<file path="config.mk">
export PLATFORM = sky130hd
export DESIGN_NAME = ep_pingpong_buf
export DESIGN_NICKNAME = d
export VERILOG_FILES = /design/src/rtl/ep_pkg.sv /design/src/rtl/ep_byte_ptr.sv /design/src/rtl/ep_bank_mem.sv /design/src/rtl/ep_owner.sv /design/src/rtl/ep_pingpong_buf.sv
export SDC_FILE = /design/constraint.sdc
export NUM_CORES = 2
export LEC_CHECK = 0
export BUFFER_PORTS_ARGS = -buffer_cell sky130_fd_sc_hd__buf_2
export CAP_MARGIN = 5
export CORE_ASPECT_RATIO = 0.5
export CORE_MARGIN = 2
export CORE_UTILIZATION = 40
export DETAILED_ROUTE_END_ITERATION = 12
export PLACE_DENSITY = 0.62
export SETUP_SLACK_MARGIN = 0.2
export SYNTH_ARGS = -nofsm -noshare
export SYNTH_HDL_FRONTEND = slang
export SYNTH_SLANG_ARGS = --single-unit
</file>
<file path="constraint.sdc">
create_clock -name clk_i -period 7.85 [get_ports clk_i]
set_clock_uncertainty 0.1 [all_clocks]
set_input_delay 0.785 -clock clk_i [delete_from_list [all_inputs] [get_ports clk_i]]
set_output_delay 0.785 -clock clk_i [all_outputs]
set_load 0.05 [all_outputs]
</file>
<file path="src/rtl/ep_pkg.sv">
package ep_pkg;
  typedef enum logic {
    EP_DIR_OUT = 1'b0,
    EP_DIR_IN  = 1'b1
  } ep_dir_e;

  localparam int unsigned EP_NBUF = 2;
endpackage

</file>
<file path="src/rtl/ep_byte_ptr.sv">
module ep_byte_ptr #(
  parameter int unsigned DEPTH = 64,
  parameter int unsigned CW    = $clog2(DEPTH) + 1
) (
  input  logic          clk_i,
  input  logic          rst_ni,
  input  logic          clr_i,
  input  logic          inc_i,
  output logic [CW-1:0] ptr_o,
  output logic          end_o
);
  localparam logic [CW-1:0] LIMIT = CW'(DEPTH);

  logic [CW-1:0] ptr_q;

  assign end_o = (ptr_q == LIMIT);
  assign ptr_o = ptr_q;

  always_ff @(posedge clk_i or negedge rst_ni) begin
    if (!rst_ni)            ptr_q <= '0;
    else if (clr_i)         ptr_q <= '0;
    else if (inc_i && !end_o) ptr_q <= ptr_q + 1'b1;
  end

  a_r12_ptr_cap: assert property (@(posedge clk_i) disable iff (!rst_ni)
    ptr_q <= LIMIT);
  a_r12_ptr_hold_at_end: assert property (@(posedge clk_i) disable iff (!rst_ni)
    (end_o && !clr_i) |=> end_o);
endmodule

</file>
<file path="src/rtl/ep_bank_mem.sv">
module ep_bank_mem #(
  parameter int unsigned DEPTH = 64,
  parameter int unsigned DW    = 8,
  parameter int unsigned NBUF  = ep_pkg::EP_NBUF,
  localparam int unsigned AW   = $clog2(DEPTH)
) (
  input  logic          clk_i,
  input  logic          we_i,
  input  logic          wbank_i,
  input  logic [AW-1:0] waddr_i,
  input  logic [DW-1:0] wdata_i,
  input  logic          abank_i,
  input  logic [AW-1:0] aaddr_i,
  output logic [DW-1:0] adata_o,
  input  logic          bbank_i,
  input  logic [AW-1:0] baddr_i,
  output logic [DW-1:0] bdata_o
);
  logic [DW-1:0] rd_a [NBUF];
  logic [DW-1:0] rd_b [NBUF];

  for (genvar b = 0; b < NBUF; b++) begin : g_bank
    logic [DW-1:0] mem_q [DEPTH];

    always_ff @(posedge clk_i) begin
      if (we_i && (wbank_i == 1'(b))) mem_q[waddr_i] <= wdata_i;
    end

    assign rd_a[b] = mem_q[aaddr_i];
    assign rd_b[b] = mem_q[baddr_i];
  end

  assign adata_o = rd_a[abank_i];
  assign bdata_o = rd_b[bbank_i];
endmodule

</file>
<file path="src/rtl/ep_owner.sv">
module ep_owner #(
  parameter int unsigned DEPTH = 64,
  parameter int unsigned CW    = $clog2(DEPTH) + 1
) (
  input  logic          clk_i,
  input  logic          rst_ni,
  input  logic          flush_i,
  input  logic          fill_i,
  input  logic [CW-1:0] fill_cnt_i,
  input  logic          drain_i,
  output logic          fill_ok_o,
  output logic          drain_ok_o,
  output logic          prod_sel_o,
  output logic          cons_sel_o,
  output logic          prod_free_o,
  output logic          cons_ready_o,
  output logic [CW-1:0] prod_cnt_o,
  output logic [CW-1:0] cons_cnt_o
);
  localparam logic [CW-1:0] LIMIT = CW'(DEPTH);

  logic [1:0]    full_q;
  logic [CW-1:0] cnt_q [2];
  logic          prod_q, cons_q;

  assign prod_free_o  = !full_q[prod_q];
  assign cons_ready_o = full_q[cons_q];
  assign fill_ok_o    = fill_i && prod_free_o;
  assign drain_ok_o   = drain_i && cons_ready_o;
  assign prod_sel_o   = prod_q;
  assign cons_sel_o   = cons_q;
  assign prod_cnt_o   = full_q[prod_q] ? cnt_q[prod_q] : '0;
  assign cons_cnt_o   = full_q[cons_q] ? cnt_q[cons_q] : '0;

  always_ff @(posedge clk_i or negedge rst_ni) begin
    if (!rst_ni) begin
      full_q <= '0;
      prod_q <= 1'b0;
      cons_q <= 1'b0;
      for (int i = 0; i < 2; i++) cnt_q[i] <= '0;
    end else if (flush_i) begin
      full_q <= '0;
      prod_q <= 1'b0;
      cons_q <= 1'b0;
      for (int i = 0; i < 2; i++) cnt_q[i] <= '0;
    end else begin
      // producer and consumer on the same buffer cannot both succeed
      if (fill_ok_o) begin
        full_q[prod_q] <= 1'b1;
        cnt_q[prod_q]  <= fill_cnt_i;
        prod_q         <= ~prod_q;
      end
      if (drain_ok_o) begin
        full_q[cons_q] <= 1'b0;
        cons_q         <= ~cons_q;
      end
    end
  end

  a_r2_prod_toggles: assert property (@(posedge clk_i) disable iff (!rst_ni)
    (fill_ok_o && !flush_i) |=> (prod_q != $past(prod_q)));
  a_r5_cons_toggles: assert property (@(posedge clk_i) disable iff (!rst_ni)
    (drain_ok_o && !flush_i) |=> (cons_q != $past(cons_q)));
  a_r5_no_drain_on_empty: assert property (@(posedge clk_i) disable iff (!rst_ni)
    (drain_i && !cons_ready_o && !fill_i && !flush_i) |=> $stable(full_q));
  a_r7_cnt_bound: assert property (@(posedge clk_i) disable iff (!rst_ni)
    (cnt_q[0] <= LIMIT) && (cnt_q[1] <= LIMIT));
  a_r13_flush_empties: assert property (@(posedge clk_i) disable iff (!rst_ni)
    flush_i |=> (full_q == 2'b00));
endmodule

</file>
<file path="src/rtl/ep_pingpong_buf.sv">
module ep_pingpong_buf #(
  parameter ep_pkg::ep_dir_e DIR = ep_pkg::EP_DIR_IN,
  parameter int unsigned DEPTH   = 64,
  parameter int unsigned DW      = 8,
  localparam int unsigned AW     = $clog2(DEPTH),
  localparam int unsigned CW     = AW + 1
) (
  input  logic          clk_i,
  input  logic          rst_ni,
  input  logic          bus_reset_i,
  input  logic          cpu_wr_i,
  input  logic [DW-1:0] cpu_wdata_i,
  input  logic          cpu_rd_i,
  output logic [DW-1:0] cpu_rdata_o,
  input  logic          cpu_cnt_wr_i,
  input  logic [CW-1:0] cpu_cnt_i,
  output logic [7:0]    cpu_cnt_o,
  input  logic          cpu_ack_i,
  output logic          irq_o,
  output logic          usb_nak_o,
  output logic [CW-1:0] usb_len_o,
  input  logic          usb_rd_i,
  output logic [DW-1:0] usb_rdata_o,
  input  logic          usb_wr_i,
  input  logic [DW-1:0] usb_wdata_i,
  input  logic          usb_done_i,
  input  logic          usb_rewind_i
);
  localparam bit            IS_IN = (DIR == ep_pkg::EP_DIR_IN);
  localparam logic [CW-1:0] LIMIT = CW'(DEPTH);

  logic          fill, drain, fill_ok, drain_ok;
  logic [CW-1:0] fill_cnt, prod_cnt, cons_cnt, cpu_cnt_clamped;
  logic          prod_sel, cons_sel, prod_free, cons_ready;
  logic          cpu_sel, usb_sel, cpu_ok, usb_ok;
  logic [CW-1:0] cpu_ptr, usb_ptr;
  logic          cpu_end, usb_end;
  logic          cpu_clr, usb_clr, cpu_inc, usb_inc;
  logic          mem_we;
  logic [AW-1:0] mem_waddr;
  logic [DW-1:0] mem_wdata;
  logic [CW-1:0] cpu_side_cnt;

  assign cpu_cnt_clamped = (cpu_cnt_i > LIMIT) ? LIMIT : cpu_cnt_i;

  // direction decides who produces and who consumes
  assign fill     = IS_IN ? cpu_cnt_wr_i    : usb_done_i;
  assign fill_cnt = IS_IN ? cpu_cnt_clamped : usb_ptr;
  assign drain    = IS_IN ? usb_done_i      : cpu_ack_i;

  ep_owner #(.DEPTH(DEPTH), .CW(CW)) u_owner (
    .clk_i       (clk_i),
    .rst_ni      (rst_ni),
    .flush_i     (bus_reset_i),
    .fill_i      (fill),
    .fill_cnt_i  (fill_cnt),
    .drain_i     (drain),
    .fill_ok_o   (fill_ok),
    .drain_ok_o  (drain_ok),
    .prod_sel_o  (prod_sel),
    .cons_sel_o  (cons_sel),
    .prod_free_o (prod_free),
    .cons_ready_o(cons_ready),
    .prod_cnt_o  (prod_cnt),
    .cons_cnt_o  (cons_cnt)
  );

  assign cpu_sel      = IS_IN ? prod_sel   : cons_sel;
  assign usb_sel      = IS_IN ? cons_sel   : prod_sel;
  assign cpu_ok       = IS_IN ? prod_free  : cons_ready;
  assign usb_ok       = IS_IN ? cons_ready : prod_free;
  assign cpu_side_cnt = IS_IN ? prod_cnt   : cons_cnt;

  assign cpu_clr = bus_reset_i || (IS_IN ? fill_ok : drain_ok);
  assign usb_clr = bus_reset_i || usb_rewind_i || (IS_IN ? drain_ok : fill_ok);
  assign cpu_inc = (cpu_wr_i || cpu_rd_i) && cpu_ok;
  assign usb_inc = (usb_wr_i || usb_rd_i) && usb_ok;

  ep_byte_ptr #(.DEPTH(DEPTH), .CW(CW)) u_cpu_ptr (
    .clk_i (clk_i),
    .rst_ni(rst_ni),
    .clr_i (cpu_clr),
    .inc_i (cpu_inc),
    .ptr_o (cpu_ptr),
    .end_o (cpu_end)
  );

  ep_byte_ptr #(.DEPTH(DEPTH), .CW(CW)) u_usb_ptr (
    .clk_i (clk_i),
    .rst_ni(rst_ni),
    .clr_i (usb_clr),
    .inc_i (usb_inc),
    .ptr_o (usb_ptr),
    .end_o (usb_end)
  );

  assign mem_we    = IS_IN ? (cpu_wr_i && prod_free && !cpu_end && !cpu_clr)
                           : (usb_wr_i && prod_free && !usb_end && !usb_clr);
  assign mem_waddr = IS_IN ? cpu_ptr[AW-1:0] : usb_ptr[AW-1:0];
  assign mem_wdata = IS_IN ? cpu_wdata_i : usb_wdata_i;

  ep_bank_mem #(.DEPTH(DEPTH), .DW(DW)) u_mem (
    .clk_i  (clk_i),
    .we_i   (mem_we),
    .wbank_i(prod_sel),
    .waddr_i(mem_waddr),
    .wdata_i(mem_wdata),
    .abank_i(cpu_sel),
    .aaddr_i(cpu_ptr[AW-1:0]),
    .adata_o(cpu_rdata_o),
    .bbank_i(usb_sel),
    .baddr_i(usb_ptr[AW-1:0]),
    .bdata_o(usb_rdata_o)
  );

  assign cpu_cnt_o = {{(8-CW){1'b0}}, cpu_side_cnt};
  assign usb_len_o = IS_IN ? cons_cnt : '0;
  assign irq_o     = IS_IN ? prod_free : cons_ready;
  assign usb_nak_o = !usb_ok;

  a_r6_rewind_restart: assert property (@(posedge clk_i) disable iff (!rst_ni)
    usb_rewind_i |=> (usb_ptr == '0));
  a_r10_nak_blocks_write: assert property (@(posedge clk_i) disable iff (!rst_ni)
    (!IS_IN && usb_nak_o && usb_wr_i && !usb_done_i && !usb_rewind_i && !bus_reset_i
     && !cpu_ack_i) |=> ($stable(usb_ptr) && usb_nak_o));
  a_r8_armed_blocks_cpu: assert property (@(posedge clk_i) disable iff (!rst_ni)
    (IS_IN && !irq_o && cpu_wr_i && !usb_done_i && !bus_reset_i) |=> $stable(cpu_ptr));
  a_r7_cnt_msb_zero: assert property (@(posedge clk_i) disable iff (!rst_ni)
    cpu_cnt_o[7] == 1'b0);
  a_r1_after_bus_reset: assert property (@(posedge clk_i) disable iff (!rst_ni)
    bus_reset_i |=> (usb_nak_o == IS_IN) && (irq_o == IS_IN));
endmodule

</file>
==> summary.txt <==
Die
  – Chip Height: between 200 and 300 um
  – Die W: 505.0 um
  – DIE AREA: 128500 um^2
  – Std cell rows: 91
  – Starting density of the core: 0.4053
  – Area of the core: between 100000 and 150000 um^2
  – # IOs: 67

GRT
  – Vias in the first global route: approximately 31000
  – First-pass GRT wire length: 240.5 mm
  – Largest net degree at the start of global routing: 114
  – Antenna violations before repair: 6
  – All-layer global routing usage: 0.2645
  – Congestion Overflow GR: 0

Synth
  – Mean Syn Cell Area: between 15 and 20 um^2
  – Post-Syn Instances: ~3000
  – Top FF cell, synth: edfxtp_1
  – Post-synth EDFFs: between 1000 and 1500
  – Post-synthesis async set-or-reset flop share: 0.03030
  – Synthesized net count: between 3000 and 4000
  – Yosys warning count: 0
  – Synth unique cells: 74
  – Mapped Area: roughly 50000 um^2
  – Synth Register Bits: between 1000 and 1500
  – Post-synthesis sequential area ratio: 0.6284

Worst setup path
  – WP data arrival: 5310 ps
  – Critical path class: register to output pin
  – Required time worst endpoint: 6960 ps
  – Setup crit end kind: output pin
  – Crit Path Max Fanout: 29
  – R2r worst-path depth: 4
  – CP startpoint kind: register

Power and ir drop
  – VDD IR max: 0.0001912 V
  – Overall power: around 12 mW
  – Static Leak: between 15 and 20 nW
  – Pwr Density: around 220 nW/um^2

STA
  – Fmax achieved: ~0.16 GHz
  – Fin. max-slew vios: 0
  – RSZ-0062 raised after global routing: false
  – Setup Viol. Count Final: 0
  – Final min period: between 6000 and 7000 ps
  – Final Cycle Share: 0.7893
  – Post-route setup TNS: 0 ps
  – Slew HR: 0.03265
  – Setup ws final: 1654 ps
  – Final hold violation count: 0
  – Worst slew pin tran: approximately 1400 ps

Route
  – TritonRoute pass-1 iters: 9
  – DRT antenna net count: 0
  – Drt total wl: about 170 mm
  – Average wire per standard cell: 36.04 um
  – Number of remaining DRC errors: 0
  – Initial DRC count: 5394
  – Vias: around 33000
  – Vias per inst: approximately 6.8

Placement
  – Port bufs: between 50 and 60
  – Dpl ws: 2598 ps
  – DP Wirelength: about 110 mm
  – Placer Congestion: 0.9484

Clocking
  – Clk_lat worst skew: around 700 ps
  – # hold bufs at CTS: 0
  – CTS H-tree depth: 3
  – Clock transition at the registers of the reported paths: 70 ps
  – Clock root buffer: clkbuf_16
  – CTS sink count: ~1100
  – Num CTS Buffers: 100
  – CTS tree: built
  – Cts repair resizes: 0
  – Post-CTS Repair Setup Buffers: 0
  – Clock Path Buffers: 3

Final layout
  – Layout fillers: between 10000 and 15000
  – Final Net Count: 3076
  – Fraction of layout cells with a size suffix above 1: 0.2381
  – Area of the multi-input gates: about 17000 um^2
  – Sequential cell area: 31570 um^2
  – Area grow syn2layout: 10.34%

Min path
  – Hold Crit Class: primary input to asynchronous set/reset pin

Job
  – Max-cap viol count: 0

Status
  – Run status: completed
[placed cells by master (no fill, tap or decap), types with 8 or more instances in the layout]
master / count
edfxtp_1: 1024
mux4_2: 310
mux2i_1: 233
nor2_1: 211
nand2_1: 150
a221oi_1: 106
mux2_2: 103
clkbuf_16: 103
buf_4: 93
a22oi_1: 85
a21oi_1: 68
o22ai_1: 61
buf_2: 48
o21ai_0: 38
a22o_1: 38
a221o_1: 30
clkinv_1: 25
dfrtp_1: 25
clkinv_2: 23
nand3_1: 20
o2bb2ai_1: 19
o221ai_1: 18
clkbuf_1: 16
and3_1: 13
nor3_1: 13
a31oi_1: 13
a311oi_1: 13
and2_1: 11
bufinv_16: 11
nand2b_1: 10
o22a_1: 10
mux4_1: 9
nand4_1: 8
a211oi_1: 8
buf_12: 8
[flip-flops by register name (all words and copies together) (netlist names)]
register            cells
u_owner.cons_sel_o      1
u_owner.prod_sel_o      1
u_cpu_ptr.ptr_o         7
u_usb_ptr.ptr_o         7
u_owner.full_q          2
u_owner.cnt_q          14
u_mem.g_bank.mem_q   1024
[where the power goes]
group          internal (mW)  total [mW]  switching, mW
clock                   2.76        4.96           2.20
sequential              6.19        6.21         0.0223
combinational          0.300       0.924          0.625
[layout make-up]
cell class / count / share of cell area
Sequential cell: 1056 / 0.5699
Multi-Input combinational cell: 1720 / 0.3127
Clock buffer: 119 / 0.04761
Tap cell: 1674 / 0.03781
Timing Repair Buffer: 149 / 0.01983
Clock inverter: 66 / 0.01118
Inverter: 11 / 0.0008357
Antenna cell: 2 / 0.00009034
[critical path, cell delays in order, from the launching register on]
cell	delay (ps)
dfrtp_4	810
buf_4	550
buf_4	540
mux4_2	550
and2_0	160
a221oi_1	460
o22ai_1	270
nor4_1	630
a21oi_1	250
buf_2	300
[worst paths after layout]
kind / startpoint / endpoint / slack [ps]
max: u_cpu_ptr.ptr_o[0]$_DFFE_PN0P_ / cpu_rdata_o[1] / 1650
min: rst_ni / u_cpu_ptr.ptr_o[0]$_DFFE_PN0P_ / 80
max reg2reg: u_cpu_ptr.ptr_o[2]$_DFFE_PN0P_ / u_mem.g_bank[0].mem_q[52][3]$_DFFE_PP_ / 2430
min reg2reg: u_owner.cnt_q[3]$_DFFE_PN0P_ / u_owner.cnt_q[3]$_DFFE_PN0P_ / 430
max in group asynchronous: rst_ni / u_usb_ptr.ptr_o[0]$_DFFE_PN0P_ / 6950
min in group clk_i: cpu_cnt_i[1] / u_owner.cnt_q[1]$_DFFE_PN0P_ / 240
[per-layer routing]
metal	GRT usage	vias up	routed length (um)
li1	-	12680	-
met1	0.3567	16923	65360
met2	0.3940	2524	75480
met3	0.08795	439	23920
met4	0.1104	4	8112
met5	0	-	28
[stage by stage]
stage / cells / hold WS [ps] / utilization / area [um^2]
global placement: 4610 / 410.7 / 0.4209 / 52140
detailed placement: 4610 / 418.6 / 0.4209 / 52140
global route: 4795 / 113.3 / 0.4472 / 55390
floorplan: 3041 / 389.4 / - / 50210
finish: 4797 / 78.85 / 0.4472 / 55400
CTS: 4795 / 72.66 / 0.4472 / 55390
[cell families after synthesis]
group | after synthesis | synth area share
flip-flops | 1056 | 0.6284
multiplexers | 656 | 0.2135
AO/OA/AOI/OAI | 562 | 0.08488
AND/OR/NAND/NOR | 485 | 0.04212
buffers and inverters | 265 | 0.02789
XOR/XNOR | 12 | 0.002093
adder cells (fa/ha/maj) | 4 | 0.0009969
other | 1 | 0.00007469
[cell usage after synthesis, types with 14 or more instances]
master / n / share of area
a21oi_1: 68 / 0.0068
a221o_1: 30 / 0.0060
a221oi_1: 106 / 0.018
a22o_1: 38 / 0.0066
a22oi_1: 85 / 0.013
buf_2: 106 / 0.011
buf_4: 34 / 0.0051
buf_6: 15 / 0.0034
clkbuf_1: 85 / 0.0064
dfrtp_1: 32 / 0.016
edfxtp_1: 1024 / 0.61
mux2_2: 103 / 0.023
mux2i_1: 233 / 0.046
mux4_2: 310 / 0.14
nand2_1: 150 / 0.011
nand3_1: 20 / 0.0020
nor2_1: 216 / 0.016
nor2b_1: 14 / 0.0017
o21ai_0: 38 / 0.0038
o221ai_1: 18 / 0.0031
o22ai_1: 61 / 0.0076
o2bb2ai_1: 19 / 0.0033
(Power assumes the default switching activity.)
